## src/rtl/usb_evt_pkg.sv

```systemverilog
package usb_evt_pkg;
   localparam int unsigned WORD_W    = 32;
   localparam int unsigned CTL_OUT_B = 0;
   localparam int unsigned CTL_IN_B  = 1;
   localparam int unsigned GEN_BASE  = 2;
   localparam int unsigned FRAME_B   = 30;
   localparam int unsigned DEVCHG_B  = 31;
endpackage

```

## src/rtl/usb_evt_sticky.sv

```systemverilog
module usb_evt_sticky (
   input  logic clk,
   input  logic rst_n,
   input  logic set_i,
   input  logic clr_i,
   output logic q_o
);
   always_ff @(posedge clk or negedge rst_n) begin
      if (!rst_n)     q_o <= 1'b0;
      else if (set_i) q_o <= 1'b1;
      else if (clr_i) q_o <= 1'b0;
   end


   set_wins_chk: assert property (@(posedge clk) disable iff (!rst_n)
      set_i |=> q_o);

   w1c_chk: assert property (@(posedge clk) disable iff (!rst_n)
      (clr_i && !set_i) |=> !q_o);

   hold_chk: assert property (@(posedge clk) disable iff (!rst_n)
      (!clr_i && !set_i) |=> $stable(q_o));
endmodule

```

## src/rtl/usb_evt_ms_timer.sv

```systemverilog
module usb_evt_ms_timer #(
   parameter int unsigned CLKS_PER_MS = 48000
) (
   input  logic clk,
   input  logic rst_n,
   input  logic gate_i,
   output logic tick_o
);
   localparam int unsigned CNT_W = (CLKS_PER_MS > 1) ? $clog2(CLKS_PER_MS) : 1;
   localparam logic [CNT_W-1:0] LAST = CNT_W'(CLKS_PER_MS - 1);

   generate
      if (CLKS_PER_MS < 2) begin : g_bad_period
         $error("CLKS_PER_MS must be at least 2");
      end
   endgenerate

   logic [CNT_W-1:0] cnt;

   assign tick_o = gate_i && (cnt == LAST);

   always_ff @(posedge clk or negedge rst_n) begin
      if (!rst_n)       cnt <= '0;
      else if (!gate_i) cnt <= '0;
      else if (tick_o)  cnt <= '0;
      else              cnt <= cnt + 1'b1;
   end


   gate_hold_chk: assert property (@(posedge clk) disable iff (!rst_n)
      !gate_i |=> (cnt == '0));

   tick_gate_chk: assert property (@(posedge clk) disable iff (!rst_n)
      tick_o |-> gate_i);

   tick_wrap_chk: assert property (@(posedge clk) disable iff (!rst_n)
      tick_o |=> (cnt == '0));
endmodule

```

## src/rtl/usb_evt_status.sv

```systemverilog
module usb_evt_status
   import usb_evt_pkg::*;
#(
   parameter int unsigned GEN_EPS     = 4,
   parameter int unsigned CLKS_PER_MS = 48000
) (
   input  logic               clk,
   input  logic               rst_n,
   input  logic               ctl_out_done,
   input  logic               ctl_setup_ok,
   input  logic               ctl_out_nak,
   input  logic               ctl_in_done,
   input  logic               ctl_in_nak,
   input  logic [GEN_EPS-1:0] gen_out_done,
   input  logic [GEN_EPS-1:0] gen_out_nak,
   input  logic [GEN_EPS-1:0] gen_in_done,
   input  logic [GEN_EPS-1:0] gen_in_nak,
   input  logic               nak_en_ctl_out,
   input  logic               nak_en_ctl_in,
   input  logic               nak_en_gen_out,
   input  logic               nak_en_gen_in,
   input  logic               vbus_ok,
   input  logic               dev_connected,
   input  logic               dev_chg_any,
   input  logic               wr_en,
   input  logic [WORD_W-1:0]  wr_data,
   output logic [WORD_W-1:0]  rd_data,
   output logic               irq
);
   localparam int unsigned LAST_EP_B = GEN_BASE + 2 * GEN_EPS - 1;

   generate
      if (GEN_EPS < 1 || LAST_EP_B >= FRAME_B) begin : g_bad_eps
         $error("GEN_EPS out of range for the status word");
      end
   endgenerate

   logic              frame_tick;
   logic [WORD_W-1:0] set_vec;
   logic [WORD_W-1:0] clr_vec;

   usb_evt_ms_timer #(.CLKS_PER_MS(CLKS_PER_MS)) u_timer (
      .clk    (clk),
      .rst_n  (rst_n),
      .gate_i (vbus_ok & dev_connected),
      .tick_o (frame_tick)
   );

   always_comb begin
      set_vec            = '0;
      set_vec[CTL_OUT_B] = ctl_out_done | ctl_setup_ok | (ctl_out_nak & nak_en_ctl_out);
      set_vec[CTL_IN_B]  = ctl_in_done | (ctl_in_nak & nak_en_ctl_in);
      for (int k = 0; k < GEN_EPS; k++) begin
         set_vec[GEN_BASE + 2*k]     = gen_out_done[k] | (gen_out_nak[k] & nak_en_gen_out);
         set_vec[GEN_BASE + 2*k + 1] = gen_in_done[k]  | (gen_in_nak[k]  & nak_en_gen_in);
      end
      set_vec[FRAME_B]   = frame_tick;
      set_vec[DEVCHG_B]  = dev_chg_any;
   end

   assign clr_vec = wr_en ? wr_data : '0;

   genvar b;
   generate
      for (b = 0; b < WORD_W; b++) begin : g_bit
         if (b <= LAST_EP_B || b >= FRAME_B) begin : g_impl
            usb_evt_sticky u_bit (
               .clk   (clk),
               .rst_n (rst_n),
               .set_i (set_vec[b]),
               .clr_i (clr_vec[b]),
               .q_o   (rd_data[b])
            );
         end else begin : g_rsvd
            assign rd_data[b] = 1'b0;
         end
      end
   endgenerate

   assign irq = |rd_data;


   irq_src_chk: assert property (@(posedge clk) disable iff (!rst_n)
      (|set_vec) |=> irq);

   devchg_chk: assert property (@(posedge clk) disable iff (!rst_n)
      dev_chg_any |=> rd_data[DEVCHG_B]);

   setup_chk: assert property (@(posedge clk) disable iff (!rst_n)
      ctl_setup_ok |=> rd_data[CTL_OUT_B]);
endmodule

```

## config.mk

```make
export PLATFORM = sky130hd
export DESIGN_NAME = usb_evt_status
export DESIGN_NICKNAME = d
export VERILOG_FILES = /design/src/rtl/usb_evt_pkg.sv /design/src/rtl/usb_evt_sticky.sv /design/src/rtl/usb_evt_ms_timer.sv /design/src/rtl/usb_evt_status.sv
export SDC_FILE = /design/constraint.sdc
export NUM_CORES = 1
export LEC_CHECK = 0
export BUFFER_PORTS_ARGS = -buffer_cell sky130_fd_sc_hd__buf_2
export CAP_MARGIN = 10
export CORE_MARGIN = 2
export CORE_UTILIZATION = 40
export CTS_BUF_LIST = sky130_fd_sc_hd__clkbuf_4 sky130_fd_sc_hd__clkbuf_8
export DETAILED_ROUTE_END_ITERATION = 10
export PLACE_DENSITY = 0.74
export SKIP_CTS_REPAIR_TIMING = 1
export SLEW_MARGIN = 0
export SYNTH_ARGS = -nofsm -noshare
export SYNTH_HDL_FRONTEND = slang
export SYNTH_SLANG_ARGS = --single-unit
```

## constraint.sdc

```tcl
create_clock -name clk -period 2.4 [get_ports clk]
set_input_delay 0.36 -clock clk [delete_from_list [all_inputs] [get_ports clk]]
set_output_delay 0.36 -clock clk [all_outputs]
set_load 0.1 [all_outputs]
```

==> reports/qor.yml, run 1 <==
drt_wl_total_mm: 3.004
cts_made_buffers: 3
dieArea_um2: 4443
grt_pass1_vias: 971
crit_path_end_kind: "flip-flop"
n_fill_cell: 359
rsz0062_at_grt: "no"
hold_violations: 0
path_cells: "or4b_1, or4_4, nand3_4, nor2_1"
overflow: 0
cp_max_fo: 15
die_h_um: 66.66
cpPeakStageDelay_ns: 0.53
ctsHtreeMaxLevel: 1
startpoint_type: "flip-flop"
clk_latency_ns: 0.27
outcome: "finished, final reports clean"
skew_ns: 0.001135
gp_congestion: 0.8002
netlist.area_leader.share: 0.4462
clockBufferDepth: 2
leakagePower_nw: 0.7825
drv_cap: 0
syn_to_final_growth_pct: 13.78
fin_crit_ns: 1.905
rows: 22
fin_setup_tns_ns: 0
yosysUniqueCellTypes: 29
p_seq_frac: 0.428
power.density_nw_per_um2: 643.4
dp_hpwl_mm: 2.355
hold_class: "in -> async"
p_sw_frac: 0.3487
setup_viol: 0
placed_cell_area_um2: 1715
ys_warn_count: 0
cts_tree: "built"
switchingPower_w: 0.0004008
initial_utilization: 0.4226
worst_pin_slew_ns: 0.6050
combPwrFrac: 0.255
synth.most_common_cell: "buf_4"
synthTopCellsByArea: "dfrtp_1 (45%), buf_4 (15%), a221o_1 (5.7%)"
grt_use_total: 0.1347
final_cell_area_um2: 1787
drtAntennaViolNets: 0
grt_first_pass_wirelength_mm: 4.450
drc: 0
p_int_w: 0.0007488
wire_per_inst_um: 11.97
relSlewSlack: 0.5967
clockPowerShare: 0.316
clk_pin_slew_worst_paths_ns: 0.09
ys_ff_latch: 28
ys.flop_type: "dfrtp_1"
synth_area_leader_cell: "dfrtp_1"
grt_max_degree: 29
antenna_found_initial: 0
crit_start: "u_timer.cnt[7]$_DFF_PN0_"
yosysSeqAreaShare: 0.4462
finalCritPeriodShare: 0.7938
syn_area_per_cell_um2: 9.876
synth_edf_count: 0
drive_above_1_share: 0.3350
pin_count: 96
irDropWorstVdd_v: 0.0003019
slew_viol_final: 0
dieWidth_um: 66.66
synth_commonest_cells: "buf_4 (32), dfrtp_1 (28), nand2_1 (19)"
coreArea_um2: 3716
drtIter0Drc: 96
fmax_mhz: 524.9
cp_slowest_cell: "or4b_1"
syn-instance-count: 159
layout.nets: 268
root_buffer: "clkbuf_8"
dr.pass1.iters: 4
antennaDiodeCount: 0
async_flop_share: 1.000
crit_required_ns: 2.56
power.total_w: 0.001150
r2r-start: "u_timer.cnt[7]$_DFF_PN0_"
netlist_area_um2: 1570
cts_sinks: 28
crit_arrival_ns: 2.07
via_count: 1186
crit_type: "reg -> reg"
viasPerCell: 4.725
port-buffer-count: 55
[stage by stage]
step	worst slack, ns	utilization	hold slack (ns)	std cells
after floorplan	0.5950	-	0.06441	178
after CTS	0.4789	0.4808	0.1060	251
after global routing	0.4187	0.4808	0.1240	251
after global placement	0.5092	0.4616	0.4095	247
after detailed placement	0.4998	0.4616	0.4102	247
final	0.4949	0.4808	0.08692	251
[power by group through the flow]
stage                     Sequential (W)  Clock (W)  Combinational [W]
after CTS                       0.000492   0.000373           0.000295
final                           0.000492   0.000364           0.000293
after global routing            0.000495   0.000398           0.000306
after detailed placement        0.000502          0           0.000294
after global placement          0.000502          0           0.000293
after floorplan                 0.000500          0           0.000278
[flip-flops by register name (all words and copies together) (netlist names)]
name / count
u_timer.cnt: 16
g_bit.g_impl.u_bit.q_o: 12
[critical path, delay by kind of cell, from the launching register on]
kind	cells	cell delay, ns
flops	1	0.45
simple gates	4	1.35
[cell usage in the layout, fill, tap and decap left out, drive strengths merged]
cell type / synthesis / final
buf: 34 / 56
dfrtp: 28 / 28
conb: 1 / 20
nand2: 19 / 19
nor2: 17 / 17
xnor2: 9 / 9
a221o: 9 / 9
nand3: 8 / 8
nand4: 7 / 7
nor4: 6 / 6
xor2: 4 / 4
inv: 3 / 3
clkbuf: 1 / 3
nor3: 2 / 2
or4: 2 / 2
or4b: 1 / 1
and3: 1 / 1
and4: 1 / 1
o31ai: 1 / 1
a21oi: 1 / 1
o21ai: 1 / 1
a21o: 1 / 1
a211oi: 1 / 1
ha: 1 / 1
bufinv: 0 / 1
[final cells by class]
cell class                 instances  area, µm²  share of cell area
multi-input combinational        112      660.6              0.3697
tap                               48      60.06             0.03361
sequential                        28      700.7              0.3922
clock buffer                       3      41.29             0.02311
inverter                           3      11.26            0.006303
clock inverter                     1      30.03             0.01681
timing repair buffer              56      282.8              0.1583
[path summary, 6_finish.rpt]
path,endpoint,slack [ns],cells after the start
max in group asynchronous,g_bit[8].g_impl.u_bit.q_o$_DFFE_PN0P_,1.92,1
min in group clk,g_bit[0].g_impl.u_bit.q_o$_DFFE_PN0P_,0.27,3
setup reg to reg,u_timer.cnt[13]$_DFF_PN0_,0.49,4
hold reg to reg,g_bit[0].g_impl.u_bit.q_o$_DFFE_PN0P_,0.50,2
setup / recovery,u_timer.cnt[13]$_DFF_PN0_,0.49,4
hold / removal,u_timer.cnt[11]$_DFF_PN0_,0.09,1
[cell families after synthesis]
family | Yosys count | synth area share
other | 1 | 0.002388
AOI/OAI and AO/OA | 14 | 0.07809
adders and majority gates | 1 | 0.007967
DFF | 28 | 0.4462
and+or+nand+nor | 64 | 0.2143
buffers and inverters | 38 | 0.1785
xor gates and xnor gates | 13 | 0.07251
[per-layer routing]
metal | part of all wire | up-vias | GRT usage
met5 | 0 | - | 0
met4 | 0.021 | 0 | 0.07653
met3 | 0.046 | 4 | 0.02027
met2 | 0.51 | 35 | 0.2050
met1 | 0.43 | 553 | 0.1818
li1 | - | 594 | -
Note: power is estimated with default switching activity, not from simulation.
==> run 2: changes to the inputs <==
--- a/config.mk
+++ b/config.mk
@@ -5,13 +5,14 @@
 export SDC_FILE = /design/constraint.sdc
 export NUM_CORES = 1
 export LEC_CHECK = 0
+export ABC_AREA = 1
 export BUFFER_PORTS_ARGS = -buffer_cell sky130_fd_sc_hd__buf_2
 export CAP_MARGIN = 10
 export CORE_MARGIN = 2
 export CORE_UTILIZATION = 40
 export CTS_BUF_LIST = sky130_fd_sc_hd__clkbuf_4 sky130_fd_sc_hd__clkbuf_8
 export DETAILED_ROUTE_END_ITERATION = 10
-export PLACE_DENSITY = 0.74
+export PLACE_DENSITY = 0.76
 export SKIP_CTS_REPAIR_TIMING = 1
 export SLEW_MARGIN = 0
 export SYNTH_ARGS = -nofsm -noshare
==> constraint.sdc (replaced) <==
create_clock -name clk -period 1.6 [get_ports clk]
set_input_delay 0.24 -clock clk [delete_from_list [all_inputs] [get_ports clk]]
set_output_delay 0.24 -clock clk [all_outputs]
set_load 0.1 [all_outputs]
==> reports/qor.yml, run 2 <==
outcome: "complete, but fails checks"
violations: "hold timing, setup timing"
root_buffer: "clkbuf_8"
synthTopCellsByArea: "dfrtp_1 (42%), buf_4 (14%), nand2_1 (11%)"
startpoint_type: "flip-flop"
clockBufferDepth: 2  # unchanged
yosysSeqAreaShare: 0.4185  # -0.02768
drtIter0Drc: 91  # -5.2%
initial_utilization: 0.4185  # -0.004041
ctsHtreeMaxLevel: 1  # unchanged
drt_wl_total_mm: 3.346  # +11%
final_cell_area_um2: 2003  # +12%
dieArea_um2: 4719  # +6.2%
r2r-start: "u_timer.cnt[0]$_DFF_PN0_"
whs_ns: -0.03539  # -0.1223 ns
finalCritPeriodShare: 1.003
cts_made_buffers: 3  # unchanged
path_cells: "nor4_2, buf_4, nand3_4, buf_12"
async_flop_share: 1.000  # unchanged
layout.cells.non_filler: 301  # +20%
rrSetupSlack_ns: 0.23  # -0.26 ns
dp_hpwl_mm: 2.582  # +9.6%
top_register: "u_timer.cnt"
hold_violations: 28  # +28
setup_ws_ns: -0.005438  # -0.5003 ns
netlist.area_leader.share: 0.4185  # -0.02768
die_h_um: 68.70  # +3.1%
synth_edf_count: 0  # unchanged
final_cell_mix: "buf_2 (54), nand2_1 (48), dfrtp_1 (28), nor2_1 (23), conb_1 (20)"
cpPeakStageDelay_ns: 0.40  # -0.13 ns
setup_viol: 1  # +1
crit_arrival_ns: 1.37  # -0.70 ns
reg_top3: "u_timer.cnt (16), g_bit.g_impl.u_bit.q_o (12)"
synth_area_leader_cell: "dfrtp_1"
dieWidth_um: 68.70  # +3.1%
grt_first_pass_wirelength_mm: 5.533  # +24%
worst_pin_slew_ns: 0.6218  # +0.01682 ns
clk_pin_slew_worst_paths_ns: 0.10  # about the same
rows: 23  # +4.5%
grt_use_total: 0.1566  # +0.02185
relSlewSlack: 0.5854  # -0.01121
slew_viol_final: 0  # unchanged
drc: 0  # unchanged
hold_class: "in -> async"
irDropWorstVdd_v: 0.0005072  # +68%
yosysUniqueCellTypes: 25  # -14%
grt_max_degree: 29  # unchanged
fin_crit_ns: 1.605
port-buffer-count: 55  # unchanged
skew_ns: 0.002810  # +0.001675 ns
via_count: 1396  # +18%
pin_count: 96  # unchanged
viasPerCell: 4.638  # -1.8%
register_area_um2: 700.7  # unchanged
dr.pass1.iters: 5  # +1
crit_path_end_kind: "output pin"
reg2reg_to: "u_timer.cnt[12]$_DFF_PN0_"
clk_latency_ns: 0.28  # about the same
crit_type: "reg -> out"
syn_to_final_growth_pct: 19.66
grt_pass1_vias: 1301  # +34%
netlist_area_um2: 1674  # +6.6%
crit_required_ns: 1.36  # -1.20 ns
layout_commonest_cell: "buf_2"
coreArea_um2: 4000  # +7.6%
rsz0062_at_grt: "yes"
rr_worst_depth: 6  # +2
largest_reg_flops: 16  # unchanged
syn-instance-count: 202  # +27%
cp_max_fo: 2  # -13
antennaDiodeCount: 0  # unchanged
cts_sinks: 28  # unchanged
multi_input_area_um2: 792.0  # +20%
gp_congestion: 0.8622  # +7.7%
syn_area_per_cell_um2: 8.288  # -16%
wire_per_inst_um: 11.12  # -7.1%
dpl.cell_count: 294  # +19%
ys_warn_count: 0  # unchanged
ys_ff_latch: 28  # unchanged
synth_commonest_cells: "nand2_1 (48), buf_4 (32), dfrtp_1 (28)"
layout.nets: 316  # +18%
synth.most_common_cell: "nand2_1"
cp_slowest_cell: "dfrtp_1"
ys.flop_type: "dfrtp_1"
drtAntennaViolNets: 0  # unchanged
cts_tree: "built"
antenna_found_initial: 0  # unchanged
overflow: 0  # unchanged
leakagePower_nw: 0.9179  # +17%
power.density_nw_per_um2: 874.9  # +36%
drv_cap: 0  # unchanged
fmax_mhz: 622.9
placed_cell_area_um2: 1851  # +7.9%
drive_above_1_share: 0.3267  # -0.008282
n_fill_cell: 381  # +6.1%
-- run 2: worst max-delay path by stage --
stage / start / to / depth (start not counted)
after global routing: g_bit[2].g_impl.u_bit.q_o$_DFFE_PN0P_ / irq / 4
after floorplan: g_bit[5].g_impl.u_bit.q_o$_DFFE_PN0P_ / irq / 2
after global placement: g_bit[1].g_impl.u_bit.q_o$_DFFE_PN0P_ / irq / 4
after CTS: g_bit[1].g_impl.u_bit.q_o$_DFFE_PN0P_ / irq / 4
after detailed placement: g_bit[1].g_impl.u_bit.q_o$_DFFE_PN0P_ / irq / 4
final: g_bit[2].g_impl.u_bit.q_o$_DFFE_PN0P_ / irq / 4
-- run 2: kinds of logic after synthesis --
family | count (synthesis) | synth area share
other cells | 1 | 0.002240
xor+xnor | 6 | 0.03140
fa+ha+maj | 1 | 0.007473
simple gates | 102 | 0.2773
compound gates | 16 | 0.08296
flops | 28 | 0.4185
buf+inv | 48 | 0.1801
-- run 2: per-stage QoR --
stage	total power, W	utilization	TNS [ns]	setup WS [ns]
finish	0.001753	0.5008	-0.005438	-0.005438
CTS	0.001754	0.4805	-0.1513	-0.1513
detailed placement	0.001192	0.4626	0	0.1740
global placement	0.001189	0.4626	0	0.1777
global route	0.001815	0.5008	-0.07644	-0.07644
floorplan	0.001161	-	0	0.1579
-- run 2: layer usage --
metal / part of all wire / track usage
met1: 0.46 / 0.1959
met2: 0.46 / 0.2776
met3: 0.069 / 0.03571
met4: 0.0063 / 0.02941
met5: 0 / 0
-- run 2: power by group --
| part | internal, W | leakage (nW) | switching [W] |
|---|---|---|---|
| sequential | 0.000724 | 0.342 | 0.0000202 |
| combinational | 0.0000687 | 0.540 | 0.000375 |
| clock | 0.000335 | 0.0357 | 0.000229 |
| total | 0.00113 | 0.918 | 0.000624 |
-- run 2: final cells by class --
type | instances | area share
timing repair buffer | 59 | 0.1599
clock inverter | 1 | 0.01499
sequential | 28 | 0.3498
tap | 50 | 0.03123
clock buffer | 3 | 0.02061
inverter | 15 | 0.02811
multi-input combinational | 145 | 0.3954
-- run 2: critical path: cells and delay by family (launching register included) --
| kind | cells | cell delay, ns |
|---|---|---|
| buffers and inverters | 2 | 0.34 |
| DFF | 1 | 0.40 |
| and+or+nand+nor | 2 | 0.34 |
